### src/rtl/cs_cu_pkg.sv
package cs_cu_pkg;

  typedef enum logic [1:0] {
    PRE_NONE = 2'd0,
    PRE_Z    = 2'd1,
    PRE_X    = 2'd2,
    PRE_Y    = 2'd3
  } pre_t;

  typedef enum logic [1:0] {
    MK_IDLE   = 2'd0,
    MK_DELAY  = 2'd1,
    MK_ACTIVE = 2'd2
  } mk_state_t;

  typedef struct packed {
    logic c;
    logic u;
  } cu_t;

endpackage

### src/rtl/cs_cu_wclk.sv
module cs_cu_wclk #(
  parameter int FRAME_CYCLES = 64,
  parameter int SYNC_STAGES  = 2
) (
  input  logic clk_i,
  input  logic rst_i,
  input  logic master_i,
  input  logic wclk_ext_i,
  output logic rise_o,
  output logic fall_o,
  output logic level_o
);

  localparam int HALF = FRAME_CYCLES / 2;
  localparam int PH_W = (FRAME_CYCLES > 1) ? $clog2(FRAME_CYCLES) : 1;

  logic [PH_W-1:0]        ph_q;
  logic                   gen_lvl;
  logic [SYNC_STAGES-1:0] sync_q;
  logic                   sel_lvl;
  logic                   prev_q;

  // Phase divider for master mode
  always_ff @(posedge clk_i) begin
    if (rst_i) begin
      ph_q <= '0;
    end else if (ph_q == PH_W'(FRAME_CYCLES - 1)) begin
      ph_q <= '0;
    end else begin
      ph_q <= ph_q + 1'b1;
    end
  end

  assign gen_lvl = (ph_q < PH_W'(HALF));

  // Synchronizer for the external word clock
  always_ff @(posedge clk_i) begin
    if (rst_i) begin
      sync_q <= '0;
    end else begin
      for (int i = SYNC_STAGES - 1; i > 0; i--) begin
        sync_q[i] <= sync_q[i-1];
      end
      sync_q[0] <= wclk_ext_i;
    end
  end

  assign sel_lvl = master_i ? gen_lvl : sync_q[SYNC_STAGES-1];

  always_ff @(posedge clk_i) begin
    if (rst_i) begin
      prev_q <= 1'b0;
    end else begin
      prev_q <= sel_lvl;
    end
  end

  assign rise_o  = sel_lvl & ~prev_q;
  assign fall_o  = ~sel_lvl & prev_q;
  assign level_o = prev_q;

endmodule

### src/rtl/cs_cu_marker.sv
module cs_cu_marker
  import cs_cu_pkg::*;
#(
  parameter int DELAY_FRAMES = 2,
  parameter int WIDTH_FRAMES = 16
) (
  input  logic clk_i,
  input  logic rst_i,
  input  logic z_i,
  input  logic tick_i,
  output logic mark_o
);

  localparam int CNT_MAX = (DELAY_FRAMES > WIDTH_FRAMES) ? DELAY_FRAMES : WIDTH_FRAMES;
  localparam int CNT_W   = $clog2(CNT_MAX + 1);

  mk_state_t  state_q, state_d;
  logic [CNT_W-1:0] cnt_q, cnt_d, cnt_inc;
  logic pend_q, pend_d;
  logic mark_q, mark_d;

  assign cnt_inc = cnt_q + 1'b1;

  always_comb begin
    state_d = state_q;
    cnt_d   = cnt_q;
    mark_d  = mark_q;
    pend_d  = pend_q | z_i;
    if (tick_i) begin
      if (pend_q) begin
        // Z seen in the previous frame: this tick is the first counted frame
        pend_d = z_i;
        if (DELAY_FRAMES <= 1) begin
          state_d = MK_ACTIVE;
          cnt_d   = '0;
          mark_d  = 1'b1;
        end else begin
          state_d = MK_DELAY;
          cnt_d   = CNT_W'(1);
          mark_d  = 1'b0;
        end
      end else begin
        unique case (state_q)
          MK_DELAY: begin
            if (cnt_inc == CNT_W'(DELAY_FRAMES)) begin
              state_d = MK_ACTIVE;
              cnt_d   = '0;
              mark_d  = 1'b1;
            end else begin
              cnt_d = cnt_inc;
            end
          end
          MK_ACTIVE: begin
            if (cnt_inc == CNT_W'(WIDTH_FRAMES)) begin
              state_d = MK_IDLE;
              cnt_d   = '0;
              mark_d  = 1'b0;
            end else begin
              cnt_d = cnt_inc;
            end
          end
          default: begin
            state_d = MK_IDLE;
            cnt_d   = '0;
            mark_d  = 1'b0;
          end
        endcase
      end
    end
  end

  always_ff @(posedge clk_i) begin
    if (rst_i) begin
      state_q <= MK_IDLE;
      cnt_q   <= '0;
      pend_q  <= 1'b0;
      mark_q  <= 1'b0;
    end else begin
      state_q <= state_d;
      cnt_q   <= cnt_d;
      pend_q  <= pend_d;
      mark_q  <= mark_d;
    end
  end

  assign mark_o = mark_q;

endmodule

### src/rtl/cs_cu_ser.sv
module cs_cu_ser
  import cs_cu_pkg::*;
(
  input  logic       clk_i,
  input  logic       rst_i,
  input  logic       sf_valid_i,
  input  logic [1:0] sf_pre_i,
  input  logic       sf_c_i,
  input  logic       sf_u_i,
  input  logic       rise_i,
  input  logic       fall_i,
  input  logic       hw_mode_i,
  output logic       c_o,
  output logic       u_o
);

  cu_t  hold_a_q, hold_b_q;
  logic seen_q;
  logic c_q, u_q;
  logic is_a, is_b, is_z;

  assign is_z = sf_valid_i && (pre_t'(sf_pre_i) == PRE_Z);
  assign is_a = sf_valid_i && ((pre_t'(sf_pre_i) == PRE_Z) || (pre_t'(sf_pre_i) == PRE_X));
  assign is_b = sf_valid_i && (pre_t'(sf_pre_i) == PRE_Y);

  always_ff @(posedge clk_i) begin
    if (rst_i) begin
      hold_a_q <= '0;
      hold_b_q <= '0;
      seen_q   <= 1'b0;
    end else begin
      if (is_a) hold_a_q <= '{c: sf_c_i, u: sf_u_i};
      if (is_b) hold_b_q <= '{c: sf_c_i, u: sf_u_i};
      if (is_z) seen_q   <= 1'b1;
    end
  end

  // Bits leave only at word-clock edges; gating is applied there too
  always_ff @(posedge clk_i) begin
    if (rst_i) begin
      c_q <= 1'b0;
      u_q <= 1'b0;
    end else if (rise_i) begin
      c_q <= hw_mode_i & seen_q & hold_a_q.c;
      u_q <= seen_q & hold_a_q.u;
    end else if (fall_i) begin
      c_q <= hw_mode_i & seen_q & hold_b_q.c;
      u_q <= seen_q & hold_b_q.u;
    end
  end

  assign c_o = c_q;
  assign u_o = u_q;

endmodule

### src/rtl/cs_cu_out.sv
module cs_cu_out
  import cs_cu_pkg::*;
#(
  parameter int FRAME_CYCLES = 64,
  parameter int SYNC_STAGES  = 2,
  parameter int DELAY_FRAMES = 2,
  parameter int WIDTH_FRAMES = 16
) (
  input  logic       clk_i,
  input  logic       rst_i,
  input  logic       master_i,
  input  logic       hw_mode_i,
  input  logic       wclk_ext_i,
  input  logic       sf_valid_i,
  input  logic [1:0] sf_pre_i,
  input  logic       sf_c_i,
  input  logic       sf_u_i,
  output logic       wclk_o,
  output logic       c_o,
  output logic       u_o,
  output logic       blk_mark_o
);

  logic rise, fall, level;
  logic z_strobe;
  logic mark_int;
  logic c_int, u_int;
  logic rise_d_q;

  assign z_strobe = sf_valid_i && (pre_t'(sf_pre_i) == PRE_Z);

  cs_cu_wclk #(
    .FRAME_CYCLES(FRAME_CYCLES),
    .SYNC_STAGES (SYNC_STAGES)
  ) wclk_i (
    .clk_i     (clk_i),
    .rst_i     (rst_i),
    .master_i  (master_i),
    .wclk_ext_i(wclk_ext_i),
    .rise_o    (rise),
    .fall_o    (fall),
    .level_o   (level)
  );

  cs_cu_marker #(
    .DELAY_FRAMES(DELAY_FRAMES),
    .WIDTH_FRAMES(WIDTH_FRAMES)
  ) marker_i (
    .clk_i (clk_i),
    .rst_i (rst_i),
    .z_i   (z_strobe),
    .tick_i(rise),
    .mark_o(mark_int)
  );

  cs_cu_ser ser_i (
    .clk_i     (clk_i),
    .rst_i     (rst_i),
    .sf_valid_i(sf_valid_i),
    .sf_pre_i  (sf_pre_i),
    .sf_c_i    (sf_c_i),
    .sf_u_i    (sf_u_i),
    .rise_i    (rise),
    .fall_i    (fall),
    .hw_mode_i (hw_mode_i),
    .c_o       (c_int),
    .u_o       (u_int)
  );

  // Output stage: all four outputs leave from registers in the same cycle
  always_ff @(posedge clk_i) begin
    if (rst_i) begin
      wclk_o     <= 1'b0;
      c_o        <= 1'b0;
      u_o        <= 1'b0;
      blk_mark_o <= 1'b0;
      rise_d_q   <= 1'b0;
    end else begin
      wclk_o   <= level;
      c_o      <= c_int;
      u_o      <= u_int;
      rise_d_q <= rise;
      if (rise_d_q) blk_mark_o <= hw_mode_i & mark_int;
    end
  end

endmodule

### config.mk
export PLATFORM = sky130hd
export DESIGN_NAME = cs_cu_out
export DESIGN_NICKNAME = d
export VERILOG_FILES = /design/src/rtl/cs_cu_pkg.sv /design/src/rtl/cs_cu_wclk.sv /design/src/rtl/cs_cu_marker.sv /design/src/rtl/cs_cu_ser.sv /design/src/rtl/cs_cu_out.sv
export SDC_FILE = /design/constraint.sdc
export NUM_CORES = 1
export LEC_CHECK = 0
export ABC_AREA = 1
export ABC_CLOCK_PERIOD_IN_PS = 4260
export BUFFER_PORTS_ARGS = -buffer_cell sky130_fd_sc_hd__clkbuf_2
export CORE_UTILIZATION = 50
export DETAILED_ROUTE_END_ITERATION = 7
export PLACE_DENSITY = 0.69
export SLEW_MARGIN = 20
export SYNTH_ARGS = -nofsm -noshare
export SYNTH_HDL_FRONTEND = slang
export SYNTH_HIERARCHICAL = 1
export SYNTH_SLANG_ARGS = --single-unit
### constraint.sdc
create_clock -name clk_i -period 4.26 [get_ports clk_i]
set_input_delay 0.426 -clock clk_i [delete_from_list [all_inputs] [get_ports clk_i]]
set_output_delay 0.426 -clock clk_i [all_outputs]
set_load 0.005 [all_outputs]
Yosys cells after proc, flatten, opt, wreduce, memory -nomap -nowiden --
Cells that the tools add are included.
Word-level totals: bits in registers 30, logic and storage cells 69, bits of input ports 10, output and inout port bits 4
Cells by class: equal/unequal tests 10, multiplexer cells 19, add/subtract/negate cells 2, bitwise gates (word level) 11, magnitude comparators 1, reduce and logical (&&, ||, !) cells 7
Operators by type and width (count):
- $mux W5 | 3
- $mux W1 | 10
- $pmux W5 S2 | 1
- $and A1 B1 Y1 | 8
- $add A6 B1 Y6 const B | 1
- $eq A2 B2 Y1 const B | 3
- $eq A6 B6 Y1 const B | 1
- $lt A6 B6 Y1 const B | 1
- $mux W2 | 3
- $ne A3 B1 Y1 const B | 2
- $add A5 B1 Y5 const B | 1
- $eq A5 B2 Y1 const B | 1
- $eq A5 B5 Y1 const B | 1
- $eq A2 B1 Y1 const B | 2
- $pmux W2 S2 | 1
- $logic_and A1 B1 Y1 | 3
- $reduce_and A3 Y1 | 1
- $not A1 Y1 | 2
- $pmux W1 S2 | 1
- $reduce_bool A2 Y1 | 1
- $reduce_or A2 Y1 | 1
- $logic_or A1 B1 Y1 | 1
- $or A1 B1 Y1 | 1

Logic depth before layout (Yosys ltp) --
Gate-level depths: netlist of the first run.
word-level depth 6, depth in mapped cells 11, depth with buffers taken out 11

Hierarchy --
Netlist of the first run, hierarchy kept.
By module, submodules not included:
- cs_cu_marker | times used 1, area an instance 523.0 um2, cells an instance 80
- cs_cu_wclk | times used 1, area an instance 349.1 um2, cells an instance 45
- cs_cu_ser | times used 1, area an instance 342.8 um2, cells an instance 50
- cs_cu_out | times used 1, area an instance 160.2 um2, cells an instance 19

Least setup slack after synthesis of the first run --
No wires, ideal clock.
path kind input-to-reg, start input master_i, end register marker_i.cnt_q[4], setup slack 2.531 ns, cell stages on the path 9, buffers on the path 0, data required time 4.190 ns, data arrival time 1.660 ns, cells stage by stage nand2_1 o21ai_0 nor2_1 inv_1 nor2_1 nand2_1 nor2_1 nand3_1 a21oi_1
On the way: longest elaborated chain between the ends 2
Ends and longest elaborated chain:
- start: declaration | RTL line cs_cu_out.sv:11 | input logic master_i,
- $mux W1 | RTL line cs_cu_wclk.sv:48 | assign sel_lvl = master_i ? gen_lvl : sync_q[SYNC_STAGES-1];
- $and A1 B1 Y1 | RTL line cs_cu_wclk.sv:58 | assign rise_o = sel_lvl & ~prev_q;
- net rise | RTL line cs_cu_out.sv:24 | logic rise, fall, level;
- end signal: assignment | RTL line cs_cu_marker.sv:80 | cnt_q <= cnt_d;
- end: declaration | RTL line cs_cu_marker.sv:18 | logic [CNT_W-1:0] cnt_q, cnt_d, cnt_inc;
The timed path passes the listed nets, and every way through them passes these cells. A chain may end at the register's enable or synchronous reset.

Worst setup path in the final report of the first run --
start register wclk_i.ph_q[5], end register marker_i.cnt_q[3]
On the way: longest elaborated chain between the ends 3
Ends and longest elaborated chain:
- start: declaration | RTL line cs_cu_wclk.sv:17 | logic [PH_W-1:0] ph_q;
- start signal: assignment | RTL line cs_cu_wclk.sv:30 | ph_q <= ph_q + 1'b1;
- $lt A6 B6 Y1 | RTL line cs_cu_wclk.sv:34 | assign gen_lvl = (ph_q < PH_W'(HALF));
- $mux W1 | RTL line cs_cu_wclk.sv:48
- $and A1 B1 Y1 | RTL line cs_cu_wclk.sv:58
- net rise | RTL line cs_cu_out.sv:24
The timed path passes the listed nets, and every way through them passes these cells.

==> impl_metrics.py, run 1 <==
metrics = {
    "status": {
        "status": "finished clean",
    },
    "routing": {
        "routedWlPerCell_um": 10.30,
        "firstDrtPassIters": 4,
        "routed_wl_um": 2512,
        "drt_iter0_markers": 24,
        "drc_errors": 0,
        "viasPerCell": 4.885,
        "num_vias": 1192,
        "drt.antenna.violating_nets": 0,
    },
    "power_and_ir_drop": {
        "sw_frac_of_total_pct": 26.65,
        "pwr-share-seq_pct": 55.2,
        "peakVddDrop_mv": 0.3020,
        "p_comb_share_pct": 13.8,
        "power_density_mw_per_mm2": 349.7,
        "power.leakage_nw": 0.7240,
        "switching_power_uw": 142.8,
        "p_int_uw": 393.1,
        "power_frac_clock_pct": 31.0,
        "finalPower_uw": 535.9,
    },
    "clocking": {
        "cts_resized": 0,
        "numCtsBuffers": 5,
        "post-cts-setup-buffer-count": 0,
        "htreeDepth": 2,
        "cts_tree": "done",
        "cts_root_buf": "clkbuf_4",
        "cts_buffer_depth": 2,
        "clkTransAtPathRegs_ps": 90,
        "cts_hold_buf": 0,
        "clock-sinks": 29,
        "clock_latency_ps": 320,
    },
    "setup_path": {
        "path_buf_inv": 1,
        "crit_type": "register to register",
        "crit_required_ps": 4520,
        "crit_top_cell": "nor2_1",
        "start_kind": "register",
        "r2r_start": "wclk_i/ph_q[5]$_SDFF_PP0_",
        "critical_path.max_stage_delay_ps": 520,
        "arrival_ps": 2280,
        "critPathSlowestCell": "nor2_1",
        "crit_family": "simple AND/OR/NAND/NOR gates",
        "cp_max_fo": 9,
        "worstPathCellList": "nand2_1 -> o21ai_0 -> nor2_1 -> inv_1 -> nor2_1 -> nand2_1 -> nor2_1 -> nand3_1 -> a21oi_1",
        "rrSetupSlack_ps": 2240,
        "end_kind": "register",
        "startpoint": "wclk_i/ph_q[5]$_SDFF_PP0_",
    },
    "global_routing": {
        "grtUsageTotal_pct": 21.08,
        "grt_overflow": 0,
        "grt_first_pass_wirelength_um": 4326,
        "grt_max_degree": 18,
        "grt_pass1_vias": 1104,
        "antenna_found_initial": 0,
    },
    "synthesis": {
        "yosysWarnings": 6,
        "syn_area_per_cell_um2": 7.088,
        "ys_seq_elements": 29,
        "seq_area_frac_synth_pct": 42.22,
        "synth_cells": 194,
        "syn_area_mm2": 0.001375,
        "syn-num-nets": 211,
        "ys_types": 20,
    },
    "placed_design": {
        "placed_cells": 237,
        "post_dp_cell_area_mm2": 0.001478,
        "io_buffers": 13,
        "place_hpwl_um": 1941,
        "gp_congestion": 0.7925,
    },
    "timing": {
        "slew_viol_final": 0,
        "fin_crit_sh_pct": 47.52,
        "relSlewSlack_pct": 57.46,
        "fin_tns_setup_ps": 0,
        "finalHoldViolCount": 0,
        "worst_pin_slew_ps": 635.7,
        "rsz0062_at_grt": "no",
        "hold_slack_ps": 291.8,
        "setup_viol": 0,
        "min_period_ps": 2025,
        "fmax_mhz": 493.9,
        "finalClockSkew_ps": 5.698,
    },
    "layout": {
        "fillers": 255,
        "fin_cells": 244,
        "final_cell_mix": "nand2_1 (40), inv_1 (34), nor2_1 (31)",
        "drive_above_1_share_pct": 15.89,
        "syn_to_final_growth_pct": 11.46,
        "stdcell_area_mm2": 0.001533,
        "mostFrequentLayoutCell": "nand2_1",
        "antenna_cells": 0,
        "final_nets": 231,
    },
    "job": {
        "maxCapViolCount": 0,
    },
    "floorplanning": {
        "die_w_um": 54.44,
        "rows": 18,
        "die_h_um": 54.44,
        "initial_core_util_pct": 54.03,
        "die-area_mm2": 0.002964,
        "ios": 14,
        "core_mm2": 0.002545,
    },
    "min_path": {
        "hold_class": "input port to register",
        "min_from": "wclk_ext_i",
    },
}
worst paths after layout:
check | endpoint | cells after the start
worst max-delay path | marker_i/cnt_q[3]$_SDFFE_PP0P_ | 9
worst min-delay path | wclk_i/sync_q[0]$_SDFF_PP0_ | 3
worst max register to register | marker_i/cnt_q[3]$_SDFFE_PP0P_ | 9
worst min register to register | wclk_i/sync_q[1]$_SDFF_PP0_ | 2
area by class of cell:
cell class,count,area (um2),share of cell area (%)
Multi-Input combinational cell,129,658.1,42.94
Inverter,36,136.4,8.898
Clock buffer,7,55.05,3.592
Tap cell,30,37.54,2.449
Sequential cell,29,580.6,37.88
Timing Repair Buffer,13,65.06,4.245
power by group through the flow:
| stage | registers, mW | logic, mW | clock network [mW] |
|---|---|---|---|
| detailed placement | 0.302 | 0.0748 | 0 |
| finish | 0.296 | 0.0741 | 0.166 |
| floorplan | 0.299 | 0.0548 | 0 |
| global route | 0.298 | 0.0888 | 0.183 |
| CTS | 0.296 | 0.0753 | 0.173 |
| global placement | 0.301 | 0.0722 | 0 |
cell families after synthesis:
group	share of synthesized area [%]
AND/OR/NAND/NOR	31.21
buffers and inverters	9.917
flip-flops	42.22
AO/OA/AOI/OAI	9.645
adder cells (fa/ha/maj)	6.369
XOR/XNOR	0.6371
tightest hold or removal path, cell delays in order:
cell,delay [ps]
clkbuf_2,80
inv_1,40
nor2_1,30
synth_stat cells (all sizes together):
| library cell | n | area, um2 |
|---|---|---|
| o21bai | 2 | 15.01 |
| clkinv | 1 | 5.000 |
| nor2 | 36 | 147.6 |
| a21oi | 14 | 73.82 |
| and2 | 2 | 15.02 |
| ha | 7 | 87.58 |
| dfxtp | 29 | 580.6 |
| o21ai | 8 | 43.79 |
| nand4 | 3 | 18.77 |
| nand3 | 14 | 85.08 |
| xor2 | 1 | 8.760 |
| nand2 | 42 | 162.6 |
| inv | 35 | 131.4 |
metal layers:
layer / global-route usage, % / wire length (um) / vias up
met5: 0 / 0 / -
met4: 7.692 / 41 / 0
met3: 8.333 / 86 / 6
met2: 36.79 / 1260 / 14
met1: 22.79 / 1124 / 532
li1: - / - / 640
per-stage QoR:
stage | worst slack, ps | util, %
after global routing | 1993 | 60.23
final | 2235 | 60.23
after global placement | 2217 | 58.06
after CTS | 2233 | 60.23
after floorplan | 2531 | -
after detailed placement | 2029 | 58.06
state kept, by name, indices dropped and copies added (netlist names):
signal and cells:
wclk_i/ph_q 6, marker_i/cnt_q 5, ser_i/hold_a_q 2, ser_i/hold_b_q 2
wclk_i/sync_q 2, blk_mark_o 1, c_o 1, marker_i/mark_o 1
marker_i/pend_q 1, marker_i/state_q 1, rise_d_q 1, ser_i/c_o 1
ser_i/seen_q 1, ser_i/u_o 1, u_o 1, wclk_i/level_o 1
wclk_o 1
(Power assumes the default switching activity.)
==> run 2, diff against run 1 <==
--- a/config.mk
+++ b/config.mk
@@ -6,11 +6,11 @@
 export NUM_CORES = 1
 export LEC_CHECK = 0
 export ABC_AREA = 1
-export ABC_CLOCK_PERIOD_IN_PS = 4260
+export ABC_CLOCK_PERIOD_IN_PS = 1730
 export BUFFER_PORTS_ARGS = -buffer_cell sky130_fd_sc_hd__clkbuf_2
 export CORE_UTILIZATION = 50
 export DETAILED_ROUTE_END_ITERATION = 7
-export PLACE_DENSITY = 0.69
+export PLACE_DENSITY = 0.72
 export SLEW_MARGIN = 20
 export SYNTH_ARGS = -nofsm -noshare
 export SYNTH_HDL_FRONTEND = slang
==> constraint.sdc (replaced) <==
create_clock -name clk_i -period 1.73 [get_ports clk_i]
set_input_delay 0.173 -clock clk_i [delete_from_list [all_inputs] [get_ports clk_i]]
set_output_delay 0.173 -clock clk_i [all_outputs]
set_load 0.005 [all_outputs]
==> impl_metrics.py, run 2 (synthesized netlist as in run 1, its figures left out) <==
metrics = {
    "setup_path": {
        "arrival_ps": 1770,
        "r2r_end": "marker_i/mark_o$_SDFFE_PP0P_",
        "start_kind": "register",
        "ff2ff_path_depth": 11,
        "cp-endpoint": "marker_i/mark_o$_SDFFE_PP0P_",
        "cp_max_fo": 6,
        "rrSetupSlack_ps": 220,
        "startpoint": "marker_i/cnt_q[0]$_SDFFE_PP0P_",
        "r2r_start": "marker_i/cnt_q[0]$_SDFFE_PP0P_",
        "crit_type": "register to register",
        "crit_required_ps": 1990,
        "end_kind": "register",
    },
    "clocking": {
        "cts_root_buf": "clkbuf_4",
        "post-cts-setup-buffer-count": 0,
        "clock_latency_ps": 320,
        "cts_tree": "done",
        "clock-sinks": 29,
        "cts_hold_buf": 0,
        "htreeDepth": 2,
        "clkTransAtPathRegs_ps": 80,
        "numCtsBuffers": 5,
        "cts_buffer_depth": 2,
        "cts_resized": 0,
    },
    "floorplanning": {
        "die_w_um": 54.44,
        "initial_core_util_pct": 54.03,
        "core_mm2": 0.002545,
        "die_h_um": 54.44,
        "ios": 14,
        "die-area_mm2": 0.002964,
        "rows": 18,
    },
    "layout": {
        "mostFrequentLayoutCell": "nand2_1",
        "regMostFlops": "wclk_i/ph_q",
        "reg_top3": "wclk_i/ph_q (6), marker_i/cnt_q (5)",
        "largest_register_ffs": 6,
        "final_cell_mix": "nand2_1 (40), inv_1 (34), nor2_1 (31)",
        "antenna_cells": 0,
        "final_nets": 232,
        "fin_util_pct": 60.52,
        "drive_above_1_share_pct": 16.28,
        "syn_to_final_growth_pct": 12.01,
        "stdcell_area_mm2": 0.001540,
    },
    "placed_design": {
        "io_buffers": 13,
        "place_hpwl_um": 1894,
        "gp_congestion": 0.8374,
        "post_dp_cell_area_mm2": 0.001485,
    },
    "global_routing": {
        "grt_pass1_vias": 1055,
        "antenna_found_initial": 0,
        "grt_max_degree": 18,
        "grt_overflow": 0,
        "grtUsageTotal_pct": 20.13,
        "grt_first_pass_wirelength_um": 4071,
    },
    "routing": {
        "routedWlPerCell_um": 10.09,
        "drt_iter0_markers": 28,
        "num_vias": 1183,
        "routed_wl_um": 2472,
        "viasPerCell": 4.829,
        "drc_errors": 0,
        "drt.antenna.violating_nets": 0,
        "firstDrtPassIters": 4,
    },
    "power_and_ir_drop": {
        "power_density_mw_per_mm2": 856.2,
        "peakVddDrop_mv": 0.8036,
        "finalPower_mw": 1.319,
        "power.leakage_nw": 0.7289,
    },
    "timing": {
        "hold_slack_ps": 35.02,
        "fmax_mhz": 662.8,
        "fin_tns_setup_ps": 0,
        "finalHoldViolCount": 0,
        "min_period_ps": 1509,
        "slew_viol_final": 0,
        "worst_pin_slew_ps": 324.6,
        "finalClockSkew_ps": 4.913,
        "setup_viol": 0,
        "fin_crit_sh_pct": 87.21,
        "relSlewSlack_pct": 78.36,
        "rsz0062_at_grt": "no",
    },
    "status": {
        "status": "finished clean",
    },
    "min_path": {
        "hold_class": "input port to register",
    },
    "job": {
        "maxCapViolCount": 0,
    },
}
run 2: cell count changes in the layout (fill, tap and decap cells not counted):
cell	before	now
buf_4	0	1
run 2: how the worst min path moves through the flow:
stage               slack [ps]                              to  cells past startpoint        from
floorplan                  240  marker_i/cnt_q[1]$_SDFFE_PP0P_                      1       rst_i
global placement           370     wclk_i/sync_q[0]$_SDFF_PP0_                      3  wclk_ext_i
detailed placement         370     wclk_i/sync_q[0]$_SDFF_PP0_                      3  wclk_ext_i
CTS                         20     wclk_i/sync_q[0]$_SDFF_PP0_                      3  wclk_ext_i
global route                40     wclk_i/sync_q[0]$_SDFF_PP0_                      3  wclk_ext_i
finish                      40     wclk_i/sync_q[0]$_SDFF_PP0_                      3  wclk_ext_i
run 2: critical path, cell delays in order, from the launching register on:
cell      delay (ps)
dfxtp_1          430
ha_1             240
nand2_1           80
clkinv_2          80
nor2_2            50
nor2_2            90
nand3_2           90
nand2_2           80
nand3_2          100
nand2_1           80
nand2_1           50
nor2_1            90
run 2: layout make-up:
| type | instances | area, um2 |
|---|---|---|
| clock buffer | 7 | 55.05 |
| fill | 241 | 1005 |
| inverter | 36 | 136.4 |
| multi-input combinational | 129 | 658.1 |
| sequential | 29 | 580.6 |
| tap | 30 | 37.54 |
| timing repair buffer | 14 | 72.57 |
run 2: metrics by stage:
| stage | worst slack (ps) | std cells |
|---|---|---|
| CTS | 213.9 | 245 |
| finish | 221.3 | 245 |
| detailed placement | 234.0 | 238 |
| global route | 8.758 | 245 |
| global placement | 288.5 | 238 |
| floorplan | 124.4 | 194 |
run 2: report_power, final:
part / switching [mW] / total (mW) / internal [mW]
clock network: 0.212 / 0.403 / 0.191
registers: 0.0237 / 0.727 / 0.703
logic: 0.113 / 0.189 / 0.0759
total: 0.348 / 1.32 / 0.971
run 2: per-layer routing:
metal | global-route usage (%) | part of all wire (%)
met5 | 0 | 0
met4 | 7.692 | 1.3
met3 | 8.333 | 4.0
met2 | 35.77 | 48
met1 | 20.85 | 47
==> run 3, diff against run 2 <==
--- a/config.mk
+++ b/config.mk
@@ -8,6 +8,7 @@
 export ABC_AREA = 1
 export ABC_CLOCK_PERIOD_IN_PS = 1730
 export BUFFER_PORTS_ARGS = -buffer_cell sky130_fd_sc_hd__clkbuf_2
+export CORE_MARGIN = 2
 export CORE_UTILIZATION = 50
 export DETAILED_ROUTE_END_ITERATION = 7
 export PLACE_DENSITY = 0.72
==> impl_metrics.py, run 3 (synthesized netlist as in run 1, its figures left out) <==
metrics = {
    "routing": {
        "viasPerCell": 4.931,
        "num_vias": 1218,
        "drt.antenna.violating_nets": 0,
        "firstDrtPassIters": 4,
        "routed_wl_um": 2502,
        "routedWlPerCell_um": 10.13,
        "drt_iter0_markers": 27,
        "drc_errors": 0,
    },
    "clocking": {
        "cts_root_buf": "clkbuf_4",
        "cts_hold_buf": 0,
        "cts_tree": "done",
        "htreeDepth": 2,
        "clock_latency_ps": 320,
        "numCtsBuffers": 5,
        "clock-sinks": 29,
        "clkTransAtPathRegs_ps": 90,
        "cts_resized": 0,
        "post-cts-setup-buffer-count": 0,
        "cts_buffer_depth": 2,
    },
    "setup_path": {
        "worstPathCellList": "ha_1 -> nand2_1 -> clkinv_2 -> nor2_2 -> nor2_2 -> nand3_2 -> nand2_2 -> nand3_2 -> and2_4 -> nor2_2",
        "rrSetupSlack_ps": 220,
        "crit_type": "register to register",
        "arrival_ps": 1790,
        "r2r_start": "marker_i/cnt_q[0]$_SDFFE_PP0P_",
        "crit_top_cell": "nor2_2",
        "crit_required_ps": 2000,
        "ff2ff_path_depth": 10,
        "r2r_end": "marker_i/state_q[0]$_SDFFE_PP0P_",
        "path_buf_inv": 1,
        "critPathSlowestCell": "dfxtp_1",
        "crit_family": "simple AND/OR/NAND/NOR gates",
        "cp_max_fo": 6,
        "end_kind": "register",
        "critical_path.max_stage_delay_ps": 440,
        "start_kind": "register",
    },
    "placed_design": {
        "io_buffers": 13,
        "place_hpwl_um": 1954,
        "placed_cells": 239,
        "gp_congestion": 0.7925,
        "post_dp_cell_area_mm2": 0.001486,
    },
    "power_and_ir_drop": {
        "power_density_mw_per_mm2": 843.0,
        "finalPower_mw": 1.296,
        "peakVddDrop_mv": 0.7098,
        "power.leakage_nw": 0.7296,
    },
    "global_routing": {
        "grtUsageTotal_pct": 17.89,
        "grt_overflow": 0,
        "antenna_found_initial": 0,
        "grt_pass1_vias": 1123,
        "grt_use_met1_pct": 20.06,
        "grt-busiest-layer": "met2",
        "grt_first_pass_wirelength_um": 4478,
        "grt_max_degree": 18,
        "grt_use_met2_pct": 30.40,
        "grt_use_met3_pct": 5.069,
    },
    "job": {
        "maxCapViolCount": 0,
    },
    "floorplanning": {
        "die_h_um": 56.44,
        "rows": 19,
        "die-area_mm2": 0.003185,
        "core_mm2": 0.002686,
        "ios": 14,
        "initial_core_util_pct": 51.19,
        "die_w_um": 56.44,
    },
    "timing": {
        "slew_viol_final": 0,
        "fmax_mhz": 660.3,
        "rsz0062_at_grt": "no",
        "finalClockSkew_ps": 5.419,
        "setup_viol": 0,
        "worst_pin_slew_ps": 335.6,
        "fin_crit_sh_pct": 87.55,
        "relSlewSlack_pct": 77.63,
        "min_period_ps": 1515,
        "finalHoldViolCount": 0,
        "fin_tns_setup_ps": 0,
    },
    "min_path": {
        "min_from": "wclk_ext_i",
        "hold_class": "input port to register",
        "min_path_cells": 3,
        "holdPathEnd": "wclk_i/sync_q[0]$_SDFF_PP0_",
    },
    "layout": {
        "antenna_cells": 0,
        "syn_to_final_growth_pct": 11.83,
        "fin_cells": 247,
        "drive_above_1_share_pct": 16.67,
        "stdcell_area_mm2": 0.001538,
        "regMostFlops": "wclk_i/ph_q",
        "final_cell_mix": "nand2_1 (40), inv_1 (34), nor2_1 (31)",
        "reg_top3": "wclk_i/ph_q (6), marker_i/cnt_q (5)",
        "largest_register_ffs": 6,
        "final_nets": 232,
        "mostFrequentLayoutCell": "nand2_1",
    },
    "status": {
        "status": "finished clean",
    },
}
run 3: stage by stage:
step,util (%),setup WS (ps),hold slack [ps]
after floorplan,-,124.4,242.1
after global placement,55.33,272.7,369.2
after detailed placement,55.33,230.4,376.1
after CTS,57.24,212.1,22.71
after global routing,57.24,23.97,29.75
final,57.24,215.5,33.49
run 3: worst max path at each step:
stage	from	end	slack, ps	depth (start not counted)
2_1_floorplan	wclk_i/ph_q[5]$_SDFF_PP0_	marker_i/cnt_q[4]$_SDFFE_PP0P_	120	9
3_3_place_gp	marker_i/cnt_q[0]$_SDFFE_PP0P_	marker_i/state_q[0]$_SDFFE_PP0P_	270	10
3_5_place_dp	marker_i/cnt_q[0]$_SDFFE_PP0P_	marker_i/mark_o$_SDFFE_PP0P_	230	10
4_1_cts	marker_i/cnt_q[0]$_SDFFE_PP0P_	marker_i/state_q[0]$_SDFFE_PP0P_	210	10
5_1_grt	wclk_i/ph_q[5]$_SDFF_PP0_	marker_i/cnt_q[4]$_SDFFE_PP0P_	20	9
6_report	marker_i/cnt_q[0]$_SDFFE_PP0P_	marker_i/state_q[0]$_SDFFE_PP0P_	220	10
run 3: area by class of cell:
type / instances / area [um2]
fillers: 258 / 1149
multi-input cells: 129 / 658.1
flip-flops and latches: 29 / 580.6
inverters: 36 / 136.4
repair buffers: 14 / 72.57
clock buffers: 6 / 41.29
well taps: 31 / 38.79
clock inverters: 2 / 10.01
run 3: worst min-delay path, stage by stage:
cell and delay [ps]:
clkbuf_2 80, inv_1 40, nor2_1 30
run 3: metal layers:
metal | part of all wire (%) | vias up
met2 | 49 | 17
met4 | 2.3 | 0
met3 | 3.8 | 7
met1 | 45 | 548
met5 | 0 | -
li1 | - | 646
run 3: power breakdown:
part,total (mW),switching (mW),internal (mW)
Combinational,0.187,0.111,0.0760
Sequential,0.727,0.0241,0.703
Clock,0.382,0.228,0.154
Total,1.30,0.363,0.934
